==> src/rtl/hbl_pkg.sv <==
package hbl_pkg;
  typedef enum logic [1:0] {
    SEL_CTRL = 2'd0,
    SEL_HI   = 2'd1,
    SEL_MID  = 2'd2,
    SEL_LO   = 2'd3
  } hbl_sel_e;

  localparam int unsigned WORD_W = 24;
  localparam int unsigned BYTE_W = 8;
endpackage

==> src/rtl/hbl_stage.sv <==
module hbl_stage
  import hbl_pkg::*;
(
  input  logic              clk,
  input  logic              rst,
  input  logic              hb_wr,
  input  logic [1:0]        hb_sel,
  input  logic [BYTE_W-1:0] hb_data,
  output logic [WORD_W-1:0] word
);
  logic [BYTE_W-1:0] hi_q;
  logic [BYTE_W-1:0] mid_q;

  always_ff @(posedge clk) begin
    if (rst) begin
      hi_q  <= '0;
      mid_q <= '0;
    end else if (hb_wr) begin
      if (hbl_sel_e'(hb_sel) == SEL_HI)  hi_q  <= hb_data;
      if (hbl_sel_e'(hb_sel) == SEL_MID) mid_q <= hb_data;
    end
  end

  assign word = {hi_q, mid_q, hb_data};
endmodule

==> src/rtl/hbl_counter.sv <==
module hbl_counter #(
  parameter int unsigned WORDS = 512,
  parameter int unsigned CNT_W = $clog2(WORDS + 1)
) (
  input  logic             clk,
  input  logic             rst,
  input  logic             step,
  output logic [CNT_W-1:0] count,
  output logic [CNT_W-1:0] count_next,
  output logic             at_last
);
  localparam logic [CNT_W-1:0] LAST = CNT_W'(WORDS - 1);

  logic [CNT_W-1:0] cnt_q;

  assign count_next = cnt_q + CNT_W'(1);
  assign at_last    = (cnt_q == LAST);
  assign count      = cnt_q;

  always_ff @(posedge clk) begin
    if (rst)       cnt_q <= '0;
    else if (step) cnt_q <= count_next;
  end
endmodule

==> src/rtl/hbl_release.sv <==
module hbl_release #(
  parameter int unsigned CNT_W    = 10,
  parameter int unsigned MODE_W   = 3,
  parameter int unsigned RUN_MODE = 2
) (
  input  logic              clk,
  input  logic              rst,
  input  logic              end_full,
  input  logic              end_flag,
  input  logic [CNT_W-1:0]  count,
  input  logic [CNT_W-1:0]  count_next,
  output logic              run,
  output logic [CNT_W-1:0]  start_addr,
  output logic [MODE_W-1:0] mode_out
);
  logic              run_q;
  logic [CNT_W-1:0]  start_q;
  logic [MODE_W-1:0] mode_q;

  always_ff @(posedge clk) begin
    if (rst) begin
      run_q   <= 1'b0;
      start_q <= '0;
      mode_q  <= '0;
    end else if (!run_q && (end_full || end_flag)) begin
      run_q   <= 1'b1;
      start_q <= end_full ? count_next : count;
      mode_q  <= MODE_W'(RUN_MODE);
    end
  end

  assign run        = run_q;
  assign start_addr = start_q;
  assign mode_out   = mode_q;
endmodule

==> src/rtl/host_boot_loader.sv <==
module host_boot_loader
  import hbl_pkg::*;
#(
  parameter int unsigned WORDS    = 512,
  parameter int unsigned FLAG_BIT = 3,
  parameter int unsigned RUN_MODE = 2,
  parameter int unsigned MODE_W   = 3,
  parameter int unsigned AW       = $clog2(WORDS),
  parameter int unsigned CNT_W    = $clog2(WORDS + 1)
) (
  input  logic              clk,
  input  logic              rst,
  input  logic              hb_wr,
  input  logic [1:0]        hb_sel,
  input  logic [7:0]        hb_data,
  output logic              pm_we,
  output logic [AW-1:0]     pm_addr,
  output logic [23:0]       pm_wdata,
  output logic              core_run,
  output logic [CNT_W-1:0]  start_addr,
  output logic [MODE_W-1:0] mode_out
);
  logic             lo_commit;
  logic             flag_hit;
  logic [CNT_W-1:0] cnt;
  logic [CNT_W-1:0] cnt_next;
  logic             at_last;
  logic             run_i;

  assign lo_commit = hb_wr && (hbl_sel_e'(hb_sel) == SEL_LO) && !run_i;
  assign flag_hit  = hb_wr && (hbl_sel_e'(hb_sel) == SEL_CTRL) && hb_data[FLAG_BIT] && !run_i;

  hbl_stage u_stage (
    .clk     (clk),
    .rst     (rst),
    .hb_wr   (hb_wr),
    .hb_sel  (hb_sel),
    .hb_data (hb_data),
    .word    (pm_wdata)
  );

  hbl_counter #(.WORDS(WORDS), .CNT_W(CNT_W)) u_cnt (
    .clk        (clk),
    .rst        (rst),
    .step       (lo_commit),
    .count      (cnt),
    .count_next (cnt_next),
    .at_last    (at_last)
  );

  hbl_release #(.CNT_W(CNT_W), .MODE_W(MODE_W), .RUN_MODE(RUN_MODE)) u_rel (
    .clk        (clk),
    .rst        (rst),
    .end_full   (lo_commit && at_last),
    .end_flag   (flag_hit),
    .count      (cnt),
    .count_next (cnt_next),
    .run        (run_i),
    .start_addr (start_addr),
    .mode_out   (mode_out)
  );

  assign pm_we    = lo_commit;
  assign pm_addr  = cnt[AW-1:0];
  assign core_run = run_i;
endmodule

==> config.mk <==
export PLATFORM = sky130hd
export DESIGN_NAME = host_boot_loader
export DESIGN_NICKNAME = d
export VERILOG_FILES = /design/src/rtl/hbl_pkg.sv /design/src/rtl/hbl_stage.sv /design/src/rtl/hbl_counter.sv /design/src/rtl/hbl_release.sv /design/src/rtl/host_boot_loader.sv
export SDC_FILE = /design/constraint.sdc
export NUM_CORES = 1
export LEC_CHECK = 0
export BUFFER_PORTS_ARGS = -buffer_cell sky130_fd_sc_hd__buf_2
export CAP_MARGIN = 20
export CORE_MARGIN = 5
export CORE_UTILIZATION = 35
export CTS_CLUSTER_SIZE = 16
export DETAILED_ROUTE_END_ITERATION = 8
export RECOVER_POWER = 25
export SLEW_MARGIN = 20
export SYNTH_ARGS = -nofsm -noshare
export SYNTH_HDL_FRONTEND = slang
export SYNTH_SLANG_ARGS = --single-unit
==> constraint.sdc <==
create_clock -name clk -period 1.9 [get_ports clk]
set_clock_uncertainty 0.15 [all_clocks]
set_input_delay 0.285 -clock clk [delete_from_list [all_inputs] [get_ports clk]]
set_output_delay 0.285 -clock clk [all_outputs]
set_load 0.01 [all_outputs]
==> results of run 1 <==
==> flip-flops by register name (all words and copies together) (netlist names) <==
name and flops:
u_cnt.count 10, u_rel.start_addr 10, u_stage.hi_q 8, u_stage.mid_q 8, u_rel.run 1
==> area by class of cell <==
cell class / instances / area, sq um / area share
multi-input combinational: 117 / 835.8 / 0.4007
timing repair buffer: 65 / 324.1 / 0.1554
sequential: 37 / 740.7 / 0.3551
inverter: 3 / 11.26 / 0.005399
tap: 70 / 87.58 / 0.04199
clock buffer: 7 / 86.33 / 0.04139
==> power by group <==
group	switching, mW	total [mW]	internal, mW
Clock	0.265	0.552	0.288
Sequential	0.00740	0.798	0.791
Combinational	0.0815	0.133	0.0520
==> per-layer routing <==
layer,vias to the layer above,part of all wire,global-route usage
met4,0,0.013,0.04054
met2,50,0.45,0.2109
met3,6,0.10,0.05044
li1,706,-,-
met1,626,0.44,0.1552
met5,-,0,0
==> worst max-delay path by stage <==
| stage | from | end | slack [ps] | cells after the start |
|---|---|---|---|---|
| after floorplan | u_cnt.count[1] | u_rel.start_addr[5] | 270 | 5 |
| after global placement | hb_wr | u_cnt.count[9] | 220 | 6 |
| after detailed placement | hb_wr | u_cnt.count[9] | 190 | 6 |
| after CTS | u_rel.run | pm_we | 200 | 3 |
| after global routing | u_cnt.count[0] | u_rel.start_addr[5] | 130 | 5 |
| final | u_rel.run | pm_we | 220 | 3 |
==> kinds of logic after synthesis <==
kind of cell / after synthesis
AO/OA/AOI/OAI: 15
XOR/XNOR: 7
adder cells (fa/ha/maj): 1
buffers and inverters: 33
flip-flops: 37
multiplexers: 18
other: 1
AND/OR/NAND/NOR: 74
==> Yosys cell counts, types with 2 or more instances <==
| master | n |
|---|---|
| sky130_fd_sc_hd__buf_2 | 2 |
| sky130_fd_sc_hd__nand2_1 | 8 |
| sky130_fd_sc_hd__nor4b_2 | 3 |
| sky130_fd_sc_hd__nor3_1 | 2 |
| sky130_fd_sc_hd__inv_1 | 2 |
| sky130_fd_sc_hd__buf_1 | 4 |
| sky130_fd_sc_hd__buf_4 | 22 |
| sky130_fd_sc_hd__xor2_1 | 4 |
| sky130_fd_sc_hd__nor2_1 | 30 |
| sky130_fd_sc_hd__nand3b_1 | 2 |
| sky130_fd_sc_hd__mux2i_1 | 16 |
| sky130_fd_sc_hd__and4_4 | 2 |
| sky130_fd_sc_hd__xnor2_1 | 3 |
| sky130_fd_sc_hd__nand3_1 | 8 |
| sky130_fd_sc_hd__mux2_1 | 2 |
| sky130_fd_sc_hd__a31o_1 | 3 |
| sky130_fd_sc_hd__a21oi_1 | 9 |
| sky130_fd_sc_hd__nor2b_1 | 3 |
| sky130_fd_sc_hd__dfxtp_1 | 37 |
| sky130_fd_sc_hd__nand4_1 | 4 |
==> tightest hold or removal path, cell delays in order <==
cell and delay (ps):
sky130_fd_sc_hd__buf_2 100, sky130_fd_sc_hd__mux2i_1 60, sky130_fd_sc_hd__nor2_1 70
==> metrics by stage <==
stage                     cells  total power [mW]  utilization  cell area (sq um)  worst slack, ps
after detailed placement    292            0.9557       0.4002               2018            185.2
after global placement      292            0.9532       0.4002               2018            220.7
final                       299             1.484       0.4136               2086            223.7
after CTS                   299             1.517       0.4174               2105            200.6
after global routing        299             1.567       0.4136               2086            128.3
after floorplan             187            0.9119            -               1793            270.8
==> out/results.txt, run 1 <==
Total count of hold-check failures in the final report -> 0
Post-CTS setup repair buffer count -> 0
Combinational family with the most area after synthesis -> simple AND/OR/NAND/NOR gates
Top-Level Pins -> 61
Count of flip-flops with a built-in enable after synthesis -> 0
Area added between synthesis and finish -> 16.57%
Critical path's top delay family -> buffers and inverters
Compound-cell area share of the yosys netlist -> 0.05874
GRT Residual Overflow -> 0
Filler cells -> 527
Most instantiated flip-flop cell in the synthesis netlist -> sky130_fd_sc_hd__dfxtp_1
Final setup violating endpoints -> 0
Final hold slack -> 109.4 ps
Number of global-route vias before repair -> 1329
Category of the most critical setup path -> reg2out
Total GRT Usage -> 0.1291
Std-Cell Rows -> 26
Detailed-router iteration count before antenna repair -> 4
Max-slew violation total from the final report -> 0
Worst skew pair latency -> 290 ps
Gate Count Post-Synth -> 186
Resized cells post-CTS -> 0
TritonCTS clock tree -> yes
Launch instance of the worst min-delay path -> hb_data[7]
RSZ-0062 raised after global routing -> no
Most common cell after layout, fill and taps aside -> sky130_fd_sc_hd__buf_2
TNS Setup -> 0 ps
Height of the die -> 81.50 microns
DRC errors left -> 0
Chip Width -> 81.50 microns
Worst Path Max Fanout -> 11
Count of antenna-violating nets left after detailed routing -> 0
Rel. slew slack -> 0.5708
Leading cell types in the layout, fill and taps excluded -> sky130_fd_sc_hd__buf_2 (49), sky130_fd_sc_hd__dfxtp_1 (37), sky130_fd_sc_hd__nor2_1 (30)
Transition at the pin with the smallest max-transition slack -> 643.8 ps
Top post-synthesis cells by area -> sky130_fd_sc_hd__dfxtp_1 (41%), sky130_fd_sc_hd__buf_4 (9.2%), sky130_fd_sc_hd__mux2i_1 (9.0%)
Cell chosen for the clock root -> sky130_fd_sc_hd__clkbuf_8
Number of sinks driven by the clock tree -> 37
Flop and latch count out of synthesis -> 37
Initial drt markers -> 25
Highest ir drop seen on vdd -> 315.9 uV
Antenna violations before repair -> 0
Final min period -> 1676 ps
Max stage delay on crit path -> 340 ps
Total detailed-routing wirelength -> 4.050 mm
Multiplexer share of the synthesized area -> 0.1021
Number of nets in the layout -> 243
Class of the tightest hold or removal check -> in2reg
Max Freq -> 0.5965 GHz
Cell with the biggest individual delay on the critical path -> sky130_fd_sc_hd__dfxtp_1
Synthesized area -> 1789 sq um
Cell taking the most area after synthesis -> sky130_fd_sc_hd__dfxtp_1
Share of async-settable or async-resettable flops after synthesis -> 0
Placeable core region -> 5042 sq um
WHS Path Cells -> 3
Synth Area in Simple Gates -> 0.2608
Dpl hpwl -> 3.033 mm
Number of hold-repair buffers added at the cts stage -> 0
CP arrival -> 1240 ps
Deepest clock path buffer count -> 2
Pin count of the biggest net entering global routing -> 23
Final worst path period share -> 0.8823
Synthesized area per cell -> 9.619 sq um
Count of cell types in the netlist -> 40
Clock-pin slew of the registers on the worst-case setup and hold paths -> 70 ps
Setup slack of the worst register-to-register path -> 230 ps
Outcome -> finished clean
Nature of the critical path endpoint -> output pin
Power density over the cells -> 711.5 nW/um^2
Xor/xnor share of the synthesized area -> 0.03427
Leakage dissipation -> 1.031 nW
Via count -> 1388
Layout cell share with drive strength beyond 1 -> 0.3275
Routed length per placed instance -> 13.55 microns
R2R Path End -> u_rel.start_addr[7]
CP Buf/Inv Count -> 2
I/O Buffers -> 58
Starting Density -> 0.3548
Number of antenna cells inserted -> 0
Crit start category -> flip-flop
CTS HTree Levels -> 2
Seq/Total Area, Yosys -> 0.4140
Gp weighted congestion -> 0.7662
First-pass GRT wire length -> 6.506 mm
Post-synthesis adder-cell area fraction -> 0.006993
CTS Buf Count -> 5
FF-to-FF Start -> u_cnt.count[0]
Die area -> 6642 sq um
Yosys warns -> 0
Critical Path RT -> 1460 ps
Worst Hold Endpoint -> u_stage.hi_q[7]
Average vias per placed instance -> 4.642
Depth of the worst register-to-register path -> 5
Proportion of netlist area held by the largest area contributor -> 0.4140
Crit path cell chain -> nand4b_4 > inv_2 > buf_2
Number of max-capacitance violations reported -> 0
Power figures use the tool's default switching activity.
==> inputs of run 2 (changes only) <==
Clock period 1.9 ns to 1.35 ns, I/O delays scaled along.
==> out/results.txt, run 2 (synthesis gave the netlist of run 1 again) <==
Outcome -> finished with violations
Failing checks -> setup timing
Top-Level Pins -> 61
Placed cell count -> 323
Worst Path Max Fanout -> 6
DRC errors left -> 0
Height of the die -> 81.50 microns
Number of hold-repair buffers added at the cts stage -> 0
Part of the power in registers -> 0.543
Area taken by flip-flops and latches -> 752.0 sq um
Max Freq -> 0.6470 GHz
Final setup violating endpoints -> 18
Leakage dissipation -> 1.224 nW
Number of global-route vias before repair -> 1525
Number of nets in the layout -> 278
Layer with the highest usage -> met2
Power density over the cells -> 837.6 nW/um^2
Net Sw Frac -> 0.2356
Area added between synthesis and finish -> 37.97%
Highest ir drop seen on vdd -> 425.5 uV
Detailed-router iteration count before antenna repair -> 3
FF-to-FF Start -> u_cnt.count[1]
Final min period -> 1546 ps
Die area -> 6642 sq um
Launch instance of the worst min-delay path -> hb_data[0]
Placeable core region -> 5042 sq um
Final design area excluding fillers -> 2469 sq um
Cell chosen for the clock root -> sky130_fd_sc_hd__clkbuf_8
Clock-pin slew of the registers on the worst-case setup and hold paths -> 70 ps
Std-Cell Rows -> 26
Nature of the critical path endpoint -> flip-flop
Final Non-Filler Cells -> 335
Final worst path period share -> 1.145
Antenna violations before repair -> 0
Gp weighted congestion -> 0.7689
WHS Path Cells -> 3
Worst skew pair latency -> 280 ps
Routed length per placed instance -> 12.53 microns
TNS Setup -> -2617 ps
First-pass GRT wire length -> 6.858 mm
Smallest setup slack after layout -> -195.6 ps
Total count of hold-check failures in the final report -> 0
TritonCTS clock tree -> yes
Sw power -> 487.2 uW
Starting Density -> 0.3548
Crit start category -> flip-flop
Area of the multi-input gates -> 907.1 sq um
Most common cell after layout, fill and taps aside -> sky130_fd_sc_hd__buf_2
Initial drt markers -> 38
Number of max-capacitance violations reported -> 0
Total detailed-routing wirelength -> 4.198 mm
Filler cells -> 497
Deepest clock path buffer count -> 2
CP arrival -> 1560 ps
GRT Residual Overflow -> 0
CTS HTree Levels -> 2
Class of the tightest hold or removal check -> in2reg
Pin count of the biggest net entering global routing -> 19
Final hold slack -> 41.40 ps
Critical Path RT -> 1370 ps
Layout cell share with drive strength beyond 1 -> 0.4868
Count of antenna-violating nets left after detailed routing -> 0
Worst Hold Endpoint -> u_stage.hi_q[0]
Number of antenna cells inserted -> 0
Via count -> 1561
Met1 usage -> 0.1624
Depth of the worst register-to-register path -> 4
Met2 Use GR -> 0.2239
Logic pwr share -> 0.110
R2R Path End -> u_rel.start_addr[1]
Number of sinks driven by the clock tree -> 37
Global routing usage on met3 -> 0.03509
Worst setup timing slack at the placement stage -> -191.1 ps
Total GRT Usage -> 0.1325
Category of the most critical setup path -> reg2reg
RSZ-0062 raised after global routing -> yes
Chip Width -> 81.50 microns
Clock share of power -> 0.348
Max-slew violation total from the final report -> 0
Design internal power -> 1.581 mW
Dpl hpwl -> 3.195 mm
CTS Buf Count -> 5
I/O Buffers -> 58
Setup slack of the worst register-to-register path -> -200 ps
Average vias per placed instance -> 4.660
Leading cell types in the layout, fill and taps excluded -> sky130_fd_sc_hd__buf_2 (49), sky130_fd_sc_hd__buf_4 (33), sky130_fd_sc_hd__dfxtp_1 (32)
Post-detailed-placement cell area -> 2310 sq um
run 2: cell types whose count changed in the layout (fill, tap and decap cells not counted), sizes merged:
cell,before,now
buf,54,89
clkbuf,18,19
run 2: power by group through the flow:
stage	combinational [mW]	clock, mW	sequential (mW)
2_1_floorplan	0.130	0	1.16
3_3_place_gp	0.221	0	1.15
3_5_place_dp	0.222	0	1.15
4_1_cts	0.232	0.747	1.12
5_1_grt	0.251	0.793	1.12
6_report	0.227	0.719	1.12
run 2: metrics by stage:
step	total power, mW	util
floorplan	1.288	-
global placement	1.367	0.4581
detailed placement	1.369	0.4581
CTS	2.102	0.4886
global route	2.168	0.4896
finish	2.068	0.4896
run 2: final cells by class:
class | count | area share
timing repair buffer | 100 | 0.2544
inverter | 3 | 0.005575
multi-input combinational | 117 | 0.3675
clock buffer | 8 | 0.03244
sequential | 37 | 0.3046
tap | 70 | 0.03548
run 2: worst max-delay path, stage by stage (launching register included):
cell and delay [ps]:
sky130_fd_sc_hd__dfxtp_4 370, sky130_fd_sc_hd__ha_4 150, sky130_fd_sc_hd__and4_4 240, sky130_fd_sc_hd__nand4_4 200, sky130_fd_sc_hd__o221a_4 310
run 2: timing repair:
| item | 4_1_cts | 5_1_grt |
|---|---|---|
| gates resized for setup | 12 | 5 |
| buffers inserted | 3 | 1 |
| setup endpoints to repair | 20 | 21 |
| cloned | 0 | 0 |
| pin swaps | 5 | 5 |
run 2: how the worst max path moves through the flow:
stage                    from                  end
3_3_place_gp   u_cnt.count[4]       u_cnt.count[9]
4_1_cts        u_cnt.count[1]  u_rel.start_addr[7]
2_1_floorplan       u_rel.run       u_cnt.count[7]
6_report       u_cnt.count[1]  u_rel.start_addr[1]
3_5_place_dp   u_cnt.count[0]  u_rel.start_addr[7]
5_1_grt        u_cnt.count[4]       u_cnt.count[9]
run 2: metal layers:
layer	up-vias	part of all wire	wire length (microns)
li1	774	-	-
met1	745	0.45	1893
met2	40	0.48	2019
met3	2	0.062	261
met4	0	0.0057	24
met5	-	0	0
